## config.mk

```make
export PLATFORM = sky130hd
export DESIGN_NAME = rx_ring_writer
export DESIGN_NICKNAME = d
export VERILOG_FILES = /design/src/rtl/rxr_pkg.sv /design/src/rtl/rxr_desc_ptr.sv /design/src/rtl/rx_ring_writer.sv
export SDC_FILE = /design/constraint.sdc
export NUM_CORES = 1
export LEC_CHECK = 0
export ABC_CLOCK_PERIOD_IN_PS = 3800
export BUFFER_PORTS_ARGS = -buffer_cell sky130_fd_sc_hd__clkbuf_2
export CELL_PAD_IN_SITES_DETAIL_PLACEMENT = 0
export CELL_PAD_IN_SITES_GLOBAL_PLACEMENT = 1
export CORE_MARGIN = 5
export CORE_UTILIZATION = 44
export CTS_BUF_LIST = sky130_fd_sc_hd__clkbuf_16
export DETAILED_ROUTE_END_ITERATION = 6
export PLACE_DENSITY = 0.85
export SYNTH_ARGS = -nofsm -noshare
export SYNTH_HDL_FRONTEND = slang
export SYNTH_HIERARCHICAL = 1
export SYNTH_SLANG_ARGS = --single-unit
```

## constraint.sdc

```tcl
create_clock -name clk -period 3.8 [get_ports clk]
set_input_delay 0.76 -clock clk [delete_from_list [all_inputs] [get_ports clk]]
set_output_delay 0.76 -clock clk [all_outputs]
set_load 0.01 [all_outputs]
```

## src/rtl/rxr_pkg.sv

```systemverilog
package rxr_pkg;
    localparam int LEN_W    = 16;
    localparam int OWN_BIT  = 31;
    localparam int EOR_BIT  = 25;
    localparam int ERR_BIT  = 15;
    localparam int LAST_BIT = 8;

    typedef enum logic [3:0] {
        S_STOP, S_RD_STAT, S_WT_STAT, S_RD_CTL, S_WT_CTL, S_RD_BUF, S_WT_BUF,
        S_READY, S_NOTOWN, S_RECV, S_WB, S_DROP
    } rx_state_e;

    localparam logic [2:0] PS_STOP  = 3'd0;
    localparam logic [2:0] PS_FETCH = 3'd1;
    localparam logic [2:0] PS_WAIT  = 3'd2;
    localparam logic [2:0] PS_WRITE = 3'd3;
    localparam logic [2:0] PS_DROP  = 3'd4;
endpackage

```

## src/rtl/rxr_desc_ptr.sv

```systemverilog
module rxr_desc_ptr #(
    parameter int AW = 32
) (
    input  logic          clk,
    input  logic          rst_n,
    input  logic          stopped,
    input  logic          base_wr,
    input  logic [AW-1:0] base_in,
    input  logic          advance,
    input  logic          wrap,
    output logic [AW-1:0] cur_addr
);
    localparam logic [AW-1:0] ALIGN_MASK = ~AW'(31);
    localparam logic [AW-1:0] DESC_STEP  = AW'(16);

    typedef struct packed {
        logic [AW-1:0] base;
        logic [AW-1:0] cur;
    } ptr_t;

    ptr_t d, q;

    always_comb begin
        d = q;
        if (stopped && base_wr) begin
            d.base = base_in & ALIGN_MASK;
            d.cur  = base_in & ALIGN_MASK;
        end else if (advance) begin
            d.cur = wrap ? q.base : q.cur + DESC_STEP;
        end
    end

    always_ff @(posedge clk) begin
        if (!rst_n) q <= '0;
        else        q <= d;
    end

    assign cur_addr = q.cur;

    p_desc_aligned_r2: assert property (@(posedge clk) disable iff (!rst_n)
        (q.cur[3:0] == 4'd0) && (q.base[4:0] == 5'd0));

    p_base_hold_r9: assert property (@(posedge clk) disable iff (!rst_n)
        !$past(stopped) |-> (q.base == $past(q.base)));
endmodule

```

## src/rtl/rx_ring_writer.sv

```systemverilog
module rx_ring_writer
    import rxr_pkg::*;
#(
    parameter int AW     = 32,
    parameter int SIZE_W = 11,
    parameter int MISS_W = 16
) (
    input  logic              clk,
    input  logic              rst_n,
    input  logic              run,
    input  logic              base_wr,
    input  logic [AW-1:0]     base_in,
    input  logic              in_valid,
    input  logic [7:0]        in_data,
    input  logic              in_last,
    input  logic              in_err,
    output logic              in_ready,
    output logic              mem_req,
    output logic              mem_we,
    output logic [AW-1:0]     mem_addr,
    output logic [31:0]       mem_wdata,
    output logic [3:0]        mem_be,
    input  logic              mem_rvalid,
    input  logic [31:0]       mem_rdata,
    output logic [MISS_W-1:0] missed_cnt,
    output logic [2:0]        proc_state
);
    localparam int PAD_W = LEN_W - SIZE_W;

    typedef struct packed {
        rx_state_e         st;
        logic              poll;
        logic [AW-1:0]     buf_addr;
        logic [SIZE_W-1:0] size;
        logic              eor;
        logic [LEN_W-1:0]  cnt;
        logic [31:0]       word;
        logic [3:0]        be;
        logic              err;
        logic [MISS_W-1:0] missed;
        logic              mreq;
        logic              mwe;
        logic              mstat;
        logic [AW-1:0]     maddr;
        logic [31:0]       mwdata;
        logic [3:0]        mbe;
    } eng_t;

    eng_t d, q;

    logic [AW-1:0]    cur_addr;
    logic             advance;
    logic             accept;
    logic [1:0]       lane;
    logic [LEN_W-1:0] size_ext;
    logic             in_buf;

    rxr_desc_ptr #(.AW(AW)) u_ptr (
        .clk      (clk),
        .rst_n    (rst_n),
        .stopped  (q.st == S_STOP),
        .base_wr  (base_wr),
        .base_in  (base_in),
        .advance  (advance),
        .wrap     (q.eor),
        .cur_addr (cur_addr)
    );

    assign in_ready = (q.st == S_RECV) || (q.st == S_DROP);
    assign accept   = in_valid && in_ready;
    assign lane     = q.cnt[1:0];
    assign size_ext = {{PAD_W{1'b0}}, q.size};
    assign in_buf   = q.cnt < size_ext;

    always_comb begin
        d         = q;
        d.mreq    = 1'b0;
        d.mwe     = 1'b0;
        d.mstat   = 1'b0;
        d.mbe     = 4'h0;
        advance   = 1'b0;
        case (q.st)
            S_STOP:    if (run) d.st = S_RD_STAT;
            S_RD_STAT: begin
                d.mreq = 1'b1; d.maddr = cur_addr; d.st = S_WT_STAT;
            end
            S_WT_STAT: if (mem_rvalid) begin
                if (mem_rdata[OWN_BIT]) begin
                    d.poll = 1'b0; d.st = S_RD_CTL;
                end else if (q.poll) begin
                    d.poll = 1'b0; d.st = S_DROP;
                end else begin
                    d.st = S_NOTOWN;
                end
            end
            S_RD_CTL:  begin
                d.mreq = 1'b1; d.maddr = cur_addr + AW'(4); d.st = S_WT_CTL;
            end
            S_WT_CTL:  if (mem_rvalid) begin
                d.size = mem_rdata[SIZE_W-1:0];
                d.eor  = mem_rdata[EOR_BIT];
                d.st   = S_RD_BUF;
            end
            S_RD_BUF:  begin
                d.mreq = 1'b1; d.maddr = cur_addr + AW'(8); d.st = S_WT_BUF;
            end
            S_WT_BUF:  if (mem_rvalid) begin
                d.buf_addr = mem_rdata[AW-1:0];
                d.st       = S_READY;
            end
            S_READY:   begin
                d.cnt = '0; d.err = 1'b0; d.word = '0; d.be = '0;
                if (!run)          d.st = S_STOP;
                else if (in_valid) d.st = S_RECV;
            end
            S_NOTOWN:  begin
                if (!run) begin
                    d.st = S_STOP;
                end else if (in_valid) begin
                    d.poll = 1'b1; d.st = S_RD_STAT;
                end
            end
            S_RECV:    if (accept) begin
                if (in_buf) begin
                    d.word[{lane, 3'b000} +: 8] = in_data;
                    d.be[lane]                  = 1'b1;
                    if (lane == 2'd3 || in_last || q.cnt == size_ext - 1'b1) begin
                        d.mreq   = 1'b1;
                        d.mwe    = 1'b1;
                        d.maddr  = q.buf_addr + AW'({q.cnt[LEN_W-1:2], 2'b00});
                        d.mwdata = d.word;
                        d.mbe    = d.be;
                        d.word   = '0;
                        d.be     = '0;
                    end
                end
                d.cnt = q.cnt + 1'b1;
                if (in_last) begin
                    d.err = in_err;
                    d.st  = S_WB;
                end
            end
            S_WB:      begin
                d.mreq   = 1'b1;
                d.mwe    = 1'b1;
                d.mstat  = 1'b1;
                d.maddr  = cur_addr;
                d.mwdata = {1'b0, q.cnt[14:0], q.err, 6'b0, 1'b1, 8'h00};
                d.mbe    = 4'hF;
                advance  = 1'b1;
                d.st     = run ? S_RD_STAT : S_STOP;
            end
            S_DROP:    if (accept && in_last) begin
                d.missed = q.missed + MISS_W'(1);
                d.st     = S_RD_STAT;
            end
            default:   d.st = S_STOP;
        endcase
    end

    always_ff @(posedge clk) begin
        if (!rst_n) begin
            q    <= '0;
            q.st <= S_STOP;
        end else begin
            q <= d;
        end
    end

    always_comb begin
        case (q.st)
            S_STOP:                     proc_state = PS_STOP;
            S_READY, S_NOTOWN:          proc_state = PS_WAIT;
            S_RECV, S_WB:               proc_state = PS_WRITE;
            S_DROP:                     proc_state = PS_DROP;
            default:                    proc_state = PS_FETCH;
        endcase
    end

    assign mem_req    = q.mreq;
    assign mem_we     = q.mwe;
    assign mem_addr   = q.maddr;
    assign mem_wdata  = q.mwdata;
    assign mem_be     = q.mbe;
    assign missed_cnt = q.missed;

    p_quiet_stop_r8: assert property (@(posedge clk) disable iff (!rst_n)
        (proc_state == PS_STOP && $past(proc_state) == PS_STOP) |-> !mem_req);

    p_status_release_r5: assert property (@(posedge clk) disable iff (!rst_n)
        (mem_req && mem_we && q.mstat) |->
            (!mem_wdata[OWN_BIT] && mem_wdata[LAST_BIT] && mem_be == 4'hF));

    p_within_buffer_r4: assert property (@(posedge clk) disable iff (!rst_n)
        (mem_req && mem_we && !q.mstat) |->
            ((mem_addr - q.buf_addr) < AW'(q.size)) && (mem_be != 4'h0));

    p_miss_step_r7: assert property (@(posedge clk) disable iff (!rst_n)
        (missed_cnt != $past(missed_cnt)) |-> (missed_cnt == $past(missed_cnt) + MISS_W'(1)));

    p_drop_no_write_r7: assert property (@(posedge clk) disable iff (!rst_n)
        (proc_state == PS_DROP && $past(proc_state) == PS_DROP) |-> !mem_req);
endmodule

```

==> results of run 1 <==
-- cells by family (layout without fill, tap and decap cells) --
logic type	Yosys count	after routing	share of synthesized area, %
compound gates	508	508	22.5
xor+xnor	87	87	5.30
fa+ha+maj	39	39	3.45
buf+inv	268	320	10.3
flops	247	247	34.4
mux	26	26	1.82
simple gates	656	657	22.2
-- routing by layer --
metal / track usage (%) / routed length (um) / up-vias
met1: 32.6 / 19900 / 6396
met4: 6.69 / 1310 / 0
li1: - / - / 6509
met2: 37.4 / 20200 / 473
met3: 3.06 / 2590 / 87
met5: 0 / 0 / -
-- worst min path at each step --
| stage | start | to | slack, ns | depth (start not counted) |
|---|---|---|---|---|
| 6_report | mem_rdata[27] | q[179]$_SDFFE_PN0P_ | 0.43 | 3 |
| 5_1_grt | mem_rdata[27] | q[179]$_SDFFE_PN0P_ | 0.43 | 3 |
| 4_1_cts | mem_rdata[27] | q[179]$_SDFFE_PN0P_ | 0.40 | 3 |
| 3_5_place_dp | q[98]$_SDFFE_PN0P_ | q[98]$_SDFFE_PN0P_ | 0.44 | 2 |
| 3_3_place_gp | q[101]$_SDFFE_PN0P_ | q[101]$_SDFFE_PN0P_ | 0.43 | 2 |
| 2_1_floorplan | q[101]$_SDFFE_PN0P_ | q[101]$_SDFFE_PN0P_ | 0.43 | 2 |
-- final cells by class --
cell class / count / area [um^2] / area share [%]
multi-input combinational: 1317 / 7980 / 50.6
tap: 442 / 553 / 3.51
timing repair buffer: 219 / 1250 / 7.90
clock inverter: 19 / 145 / 0.920
clock buffer: 28 / 701 / 4.44
inverter: 54 / 203 / 1.29
sequential: 247 / 4940 / 31.4
-- Yosys cell counts (12+ instances only) --
master     instances
and2_1            12
a22o_1            18
nand4_1           30
clkbuf_1          73
dfxtp_1          247
nand2_1          254
buf_4            117
a31oi_1           25
buf_1             15
a21oi_1          190
nor4_1            17
xor2_1            48
inv_1             54
nor2b_1           28
and4_1            14
ha_1              38
nand3_1           52
o21ai_0          104
mux2i_1           25
and3_1            24
o221ai_1          14
nor3_1            38
xnor2_1           39
or3_1             24
o22ai_1           14
o2bb2ai_1         15
nor2_1           122
-- sequential cells by signal, summed over array words and instances, names as in the netlist, 2 cells and up --
signal,count
missed_cnt,16
mem_wdata,32
u_ptr/q,27
mem_be,4
q,100
u_ptr/cur_addr,32
lane,2
mem_addr,32
-- critical path, stage by stage (launching register included) --
cell      delay, ns
dfxtp_1        0.33
inv_1          0.08
ha_1           0.16
or4b_4         0.50
o21ai_0        0.15
nor4b_1        0.33
nand4_1        0.23
o211a_1        0.36
nor2_4         0.55
o311ai_0       0.32
o221a_2        0.29
-- power by group through the flow --
stage          clock network [mW]  registers [mW]  logic [mW]
5_1_grt                      2.70            3.29        2.77
4_1_cts                      2.60            3.24        2.49
6_report                     2.56            3.25        2.52
3_5_place_dp                    0            3.29        2.44
2_1_floorplan                   0            3.11        1.98
3_3_place_gp                    0            3.29        2.40
-- timing repair --
| action | 4_1_cts | 5_1_grt |
|---|---|---|
| resized for setup | 0 | 1 |
| pin swaps | 1 | 0 |
| cloned | 1 | 0 |
| setup endpoints to repair | 1 | 12 |
| endpoints found under the hold margin | 0 | 0 |
==> metrics.cfg, run 1 <==
[synthesis]
syn_avg_cell_area_um2=7.85
synth_cell_type_count=83
ys_seq_area_share_pct=34.4
netlist.area_leader.share_pct=34.4
yosys.area.top_type=dfxtp_1
synth_top_flop_cell=dfxtp_1
synth-edff-count=0
synth_seq_cells=247
yosys_warnings=6
netlist_area_um2=14400
async_flop_share_pct=0
syn_nets=1950
synth_cells=1831
synthTopCellsByArea=dfxtp_1, nand2_1, a21oi_1, buf_4, o21ai_0

[sta]
rsz0062_at_grt=no
max_freq_mhz=292
slew_headroom_pct=27.2
min_period_ns=3.43
tns_ns=0
setup_violations=0
final_max_slew_viol_count=0
post-route-period-util_pct=90.3
fin_skew_ns=0.0158
worst_pin_slew_ns=1.08
hold_slack_ns=0.430
setup_ws_ns=0.370
final-hold-violation-count=0

[power]
peakVddDrop_v=0.000433
swShare_pct=37.3
p_leak_nw=6.07
p_per_area_nw_per_um2=528
power_mw=8.33
internal_power_mw=5.22
comb_power_share_pct=30.2
p_sw_mw=3.10
p_seq_share_pct=39.1
pwr-share-clk_pct=30.7

[global_routing]
overflow=0
grt_use_total_pct=23.2
grt_max_degree=51
antenna_found_initial=0
grt_pass1_wl_mm=69.3
grt_pass1_vias=12500

[floorplan]
rows=66
initial_utilization_pct=44.4
die_x_um=191
dieArea_um2=36400
io_pins=170
core_um2=32400
die-height_um=191

[route]
first_pass_iters=5
viasPerCell=5.79
drt-total-wl_mm=44.0
wl_per_cell_um=18.9
antenna_left=0
drc=0
drt_iter0_markers=1159
num_vias=13500

[clock_network]
clockRootBuffer=clkbuf_16
clk_pin_slew_worst_paths_ns=0.06
htreeDepth=1
cts_tree=done
post_cts_buffers=0
clock_latency_ns=0.56
hold_buffers=0
numCtsBuffers=28
cts_buffer_depth=3
cts.sinks=247

[placement]
placed_area_um2=14900
dp_hpwl_mm=31.7
port-buffer-count=164
placedCellCount=2278
post-place-ws_ns=-0.0233
gp_congestion=0.922

[status]
outcome=complete, no violations

[cells_and_area]
nFillCells=3276
final_core_util_pct=48.7
fin_nets=1986
antenna_cells=0
drive_gt1_share_pct=15.3
layout_common_cells=nand2_1, dfxtp_1, a21oi_1
post-route-cell-area_um2=15800
final_common_cell=nand2_1
final-instance-count-excl-fill=2326
syn_to_final_growth_pct=9.70

[run]
cap_violations=0

[critical_path]
critPathRequiredTime_ns=4.24
worst-path-max-fanout=31
reg2reg_slack_ns=0.37
startpoint=q[142]$_SDFFE_PN0P_
crit_path_end_kind=flop
worstSetupStartpointType=flop
r2r-end=mem_addr[7]$_SDFFE_PN0P_
r2r_start=q[142]$_SDFFE_PN0P_
crit_end=mem_addr[7]$_SDFFE_PN0P_
cp_data_arrival_time_ns=3.87
path_class=flop to flop
reg2regPathDepth=10

[worst_hold_path]
hold_path_class=input pin to flop

No activity file was read; power rests on OpenSTA's default activity.
==> inputs of run 2 (changes only) <==
--- a/config.mk
+++ b/config.mk
@@ -5,15 +5,18 @@
 export SDC_FILE = /design/constraint.sdc
 export NUM_CORES = 1
 export LEC_CHECK = 0
+export ABC_AREA = 1
 export ABC_CLOCK_PERIOD_IN_PS = 3800
 export BUFFER_PORTS_ARGS = -buffer_cell sky130_fd_sc_hd__clkbuf_2
 export CELL_PAD_IN_SITES_DETAIL_PLACEMENT = 0
 export CELL_PAD_IN_SITES_GLOBAL_PLACEMENT = 1
+export CORE_ASPECT_RATIO = 1.75
 export CORE_MARGIN = 5
-export CORE_UTILIZATION = 44
+export CORE_UTILIZATION = 42
 export CTS_BUF_LIST = sky130_fd_sc_hd__clkbuf_16
 export DETAILED_ROUTE_END_ITERATION = 6
-export PLACE_DENSITY = 0.85
+export PLACE_DENSITY = 0.84
+export SETUP_SLACK_MARGIN = 0.05
 export SYNTH_ARGS = -nofsm -noshare
 export SYNTH_HDL_FRONTEND = slang
 export SYNTH_HIERARCHICAL = 1
==> metrics.cfg, run 2 <==
[status]
outcome=complete, no violations

[placement]
placed_area_um2=16200
dp_hpwl_mm=41.1
gp_congestion=0.950
port-buffer-count=164

[sta]
fin_skew_ns=0.0142
rsz0062_at_grt=no
tns_ns=0
setup_violations=0
worst_pin_slew_ns=0.861
final_max_slew_viol_count=0
post-route-period-util_pct=83.4
max_freq_mhz=316
min_period_ns=3.17
final-hold-violation-count=0
slew_headroom_pct=42.4

[synthesis]
ys_seq_area_share_pct=31.3
netlist.area_leader.share_pct=31.3
netlist_area_um2=15800
synth_fa_ha_area_share_pct=3.14
yosys.area.top_type=dfxtp_1
synth_cells=2442
synth.area.mux_share_pct=0
yosys.area_share.simple_pct=28.4
synth_common_cells=nand2_1, inv_1, nor2_1
synth_top_family_by_area=simple AND/OR/NAND/NOR gates
synth_xor_area_share_pct=3.10
synth_cell_type_count=47
synthTopCellsByArea=dfxtp_1, nand2_1, inv_1, nand3_1, a21oi_1
synth_seq_cells=247
synth.most_common_cell=nand2_1
syn_avg_cell_area_um2=6.47
syn_nets=2561
synth_compound_area_share_pct=18.3
async_flop_share_pct=0
yosys_warnings=6
synth_top_flop_cell=dfxtp_1
synth-edff-count=0

[route]
drt-total-wl_mm=53.3
num_vias=15700
drc=0
viasPerCell=5.31
drt_iter0_markers=957
first_pass_iters=5
antenna_left=0
wl_per_cell_um=18.1

[cells_and_area]
nFillCells=3994
final_common_cell=nand2_1
fin_nets=2571
largest_register_ff_count=100
antenna_cells=0
regMostFlops=q
drive_gt1_share_pct=12.3
syn_to_final_growth_pct=7.82
layout_common_cells=nand2_1, inv_1, nor2_1
post-route-cell-area_um2=17000

[floorplan]
die_x_um=157
io_pins=170
rows=94
core_um2=37400
dieArea_um2=41800
die-height_um=267
initial_utilization_pct=42.2

[critical_path]
worst-path-max-fanout=24
slowest_delay_ns=0.51
path_cells=inv_1, ha_1, inv_1, nand2_1, nor2_1, nand2_1, nor2_1, nand2_1, nor2_1, nand3_1, nor2_1, nand2_1, nand2_2, nand2_2, nand2_2, inv_2, a21oi_1, nor2_1
cp_data_arrival_time_ns=3.58
path_class=flop to flop
slowest_stage=dfxtp_1
path_common_cell=nor2_1
crit_path_end_kind=flop
critPathRequiredTime_ns=4.21
worstSetupStartpointType=flop

[global_routing]
grt_pass1_vias=15200
antenna_found_initial=0
overflow=0
grt_max_degree=64
grt_pass1_wl_mm=82.1
grt_use_total_pct=24.7

[clock_network]
post_cts_buffers=0
htreeDepth=1
clk_pin_slew_worst_paths_ns=0.07
cts_buffer_depth=3
cts.sinks=247
hold_buffers=0
clockRootBuffer=clkbuf_16
clock_latency_ns=0.56
cts_resized=0
cts_tree=done
numCtsBuffers=26

[power]
p_per_area_nw_per_um2=504
peakVddDrop_v=0.000422
p_leak_nw=7.19

[worst_hold_path]
hold_path_class=flop to flop

[run]
cap_violations=0

run 2: changes by cell type after synthesis, sizes merged, moves of 19 or more:
cell   change
nand2    +225
nor2b     -28
inv      +269
o21ai    +111
nor2     +154
mux2i     -25
xnor2     -34
or3       -24
a22o      -19
and3      -25
nand3    +145
o22ai     +48
run 2: routing by layer:
metal | global-route usage (%) | share of wire (%) | routed length, um | vias to the layer above
met4 | 12.8 | 5.9 | 3150 | 0
met3 | 2.34 | 5.0 | 2660 | 135
li1 | - | - | - | 7879
met1 | 26.2 | 36 | 19400 | 7204
met5 | 0 | 0 | 0 | -
met2 | 47.2 | 53 | 28100 | 448
run 2: path summary, 6_finish.rpt:
check | start | end | slack, ns | depth (start not counted)
min reg2reg | q[91]$_SDFFE_PN0P_ | q[91]$_SDFFE_PN0P_ | 0.44 | 2
max | lane[0]$_SDFFE_PN0P_ | mem_wdata[22]$_SDFFE_PN0P_ | 0.63 | 18
max reg2reg | lane[0]$_SDFFE_PN0P_ | mem_wdata[22]$_SDFFE_PN0P_ | 0.63 | 18
min | q[91]$_SDFFE_PN0P_ | q[91]$_SDFFE_PN0P_ | 0.44 | 2
run 2: cell type report:
cell class	instances	area [um^2]	area share, %
Sequential cell	247	4940	29.0
Clock buffer	26	651	3.82
Multi-Input combinational cell	1660	8370	49.1
Clock inverter	20	206	1.21
Tap cell	480	601	3.53
Timing Repair Buffer	194	1050	6.14
Inverter	323	1210	7.13
run 2: per-stage QoR:
step                      instances  total power [mW]  hold slack [ns]  setup slack, ns  util [%]
after floorplan                2442              5.37            0.415             1.26         -
after global placement         2904              5.96            0.423            0.684      43.3
after detailed placement       2904              6.01            0.434            0.666      43.3
after CTS                      2950              8.65            0.430            0.659      45.6
after global routing           2950              9.09            0.453            0.260      45.6
final                          2950              8.58            0.442            0.631      45.6
run 2: report_power, final:
group	leakage (nW)	switching [mW]	internal [mW]
Combinational	4.77	1.77	0.856
Clock	0.419	1.15	1.47
Sequential	2.00	0.360	2.98
Total	7.19	3.28	5.30
run 2: logic make-up after synthesis:
logic type / Yosys count
AO/OA/AOI/OAI: 530
XOR/XNOR: 56
adder cells (fa/ha/maj): 39
AND/OR/NAND/NOR: 1035
buffers and inverters: 535
flip-flops: 247
run 2: worst max-delay path: cells and delay by family (launching register included):
kind	cells	cell delay, ns
AO/OA/AOI/OAI	1	0.23
adder cells (fa/ha/maj)	1	0.28
buffers and inverters	3	0.44
flip-flops	1	0.51
AND/OR/NAND/NOR	13	1.54
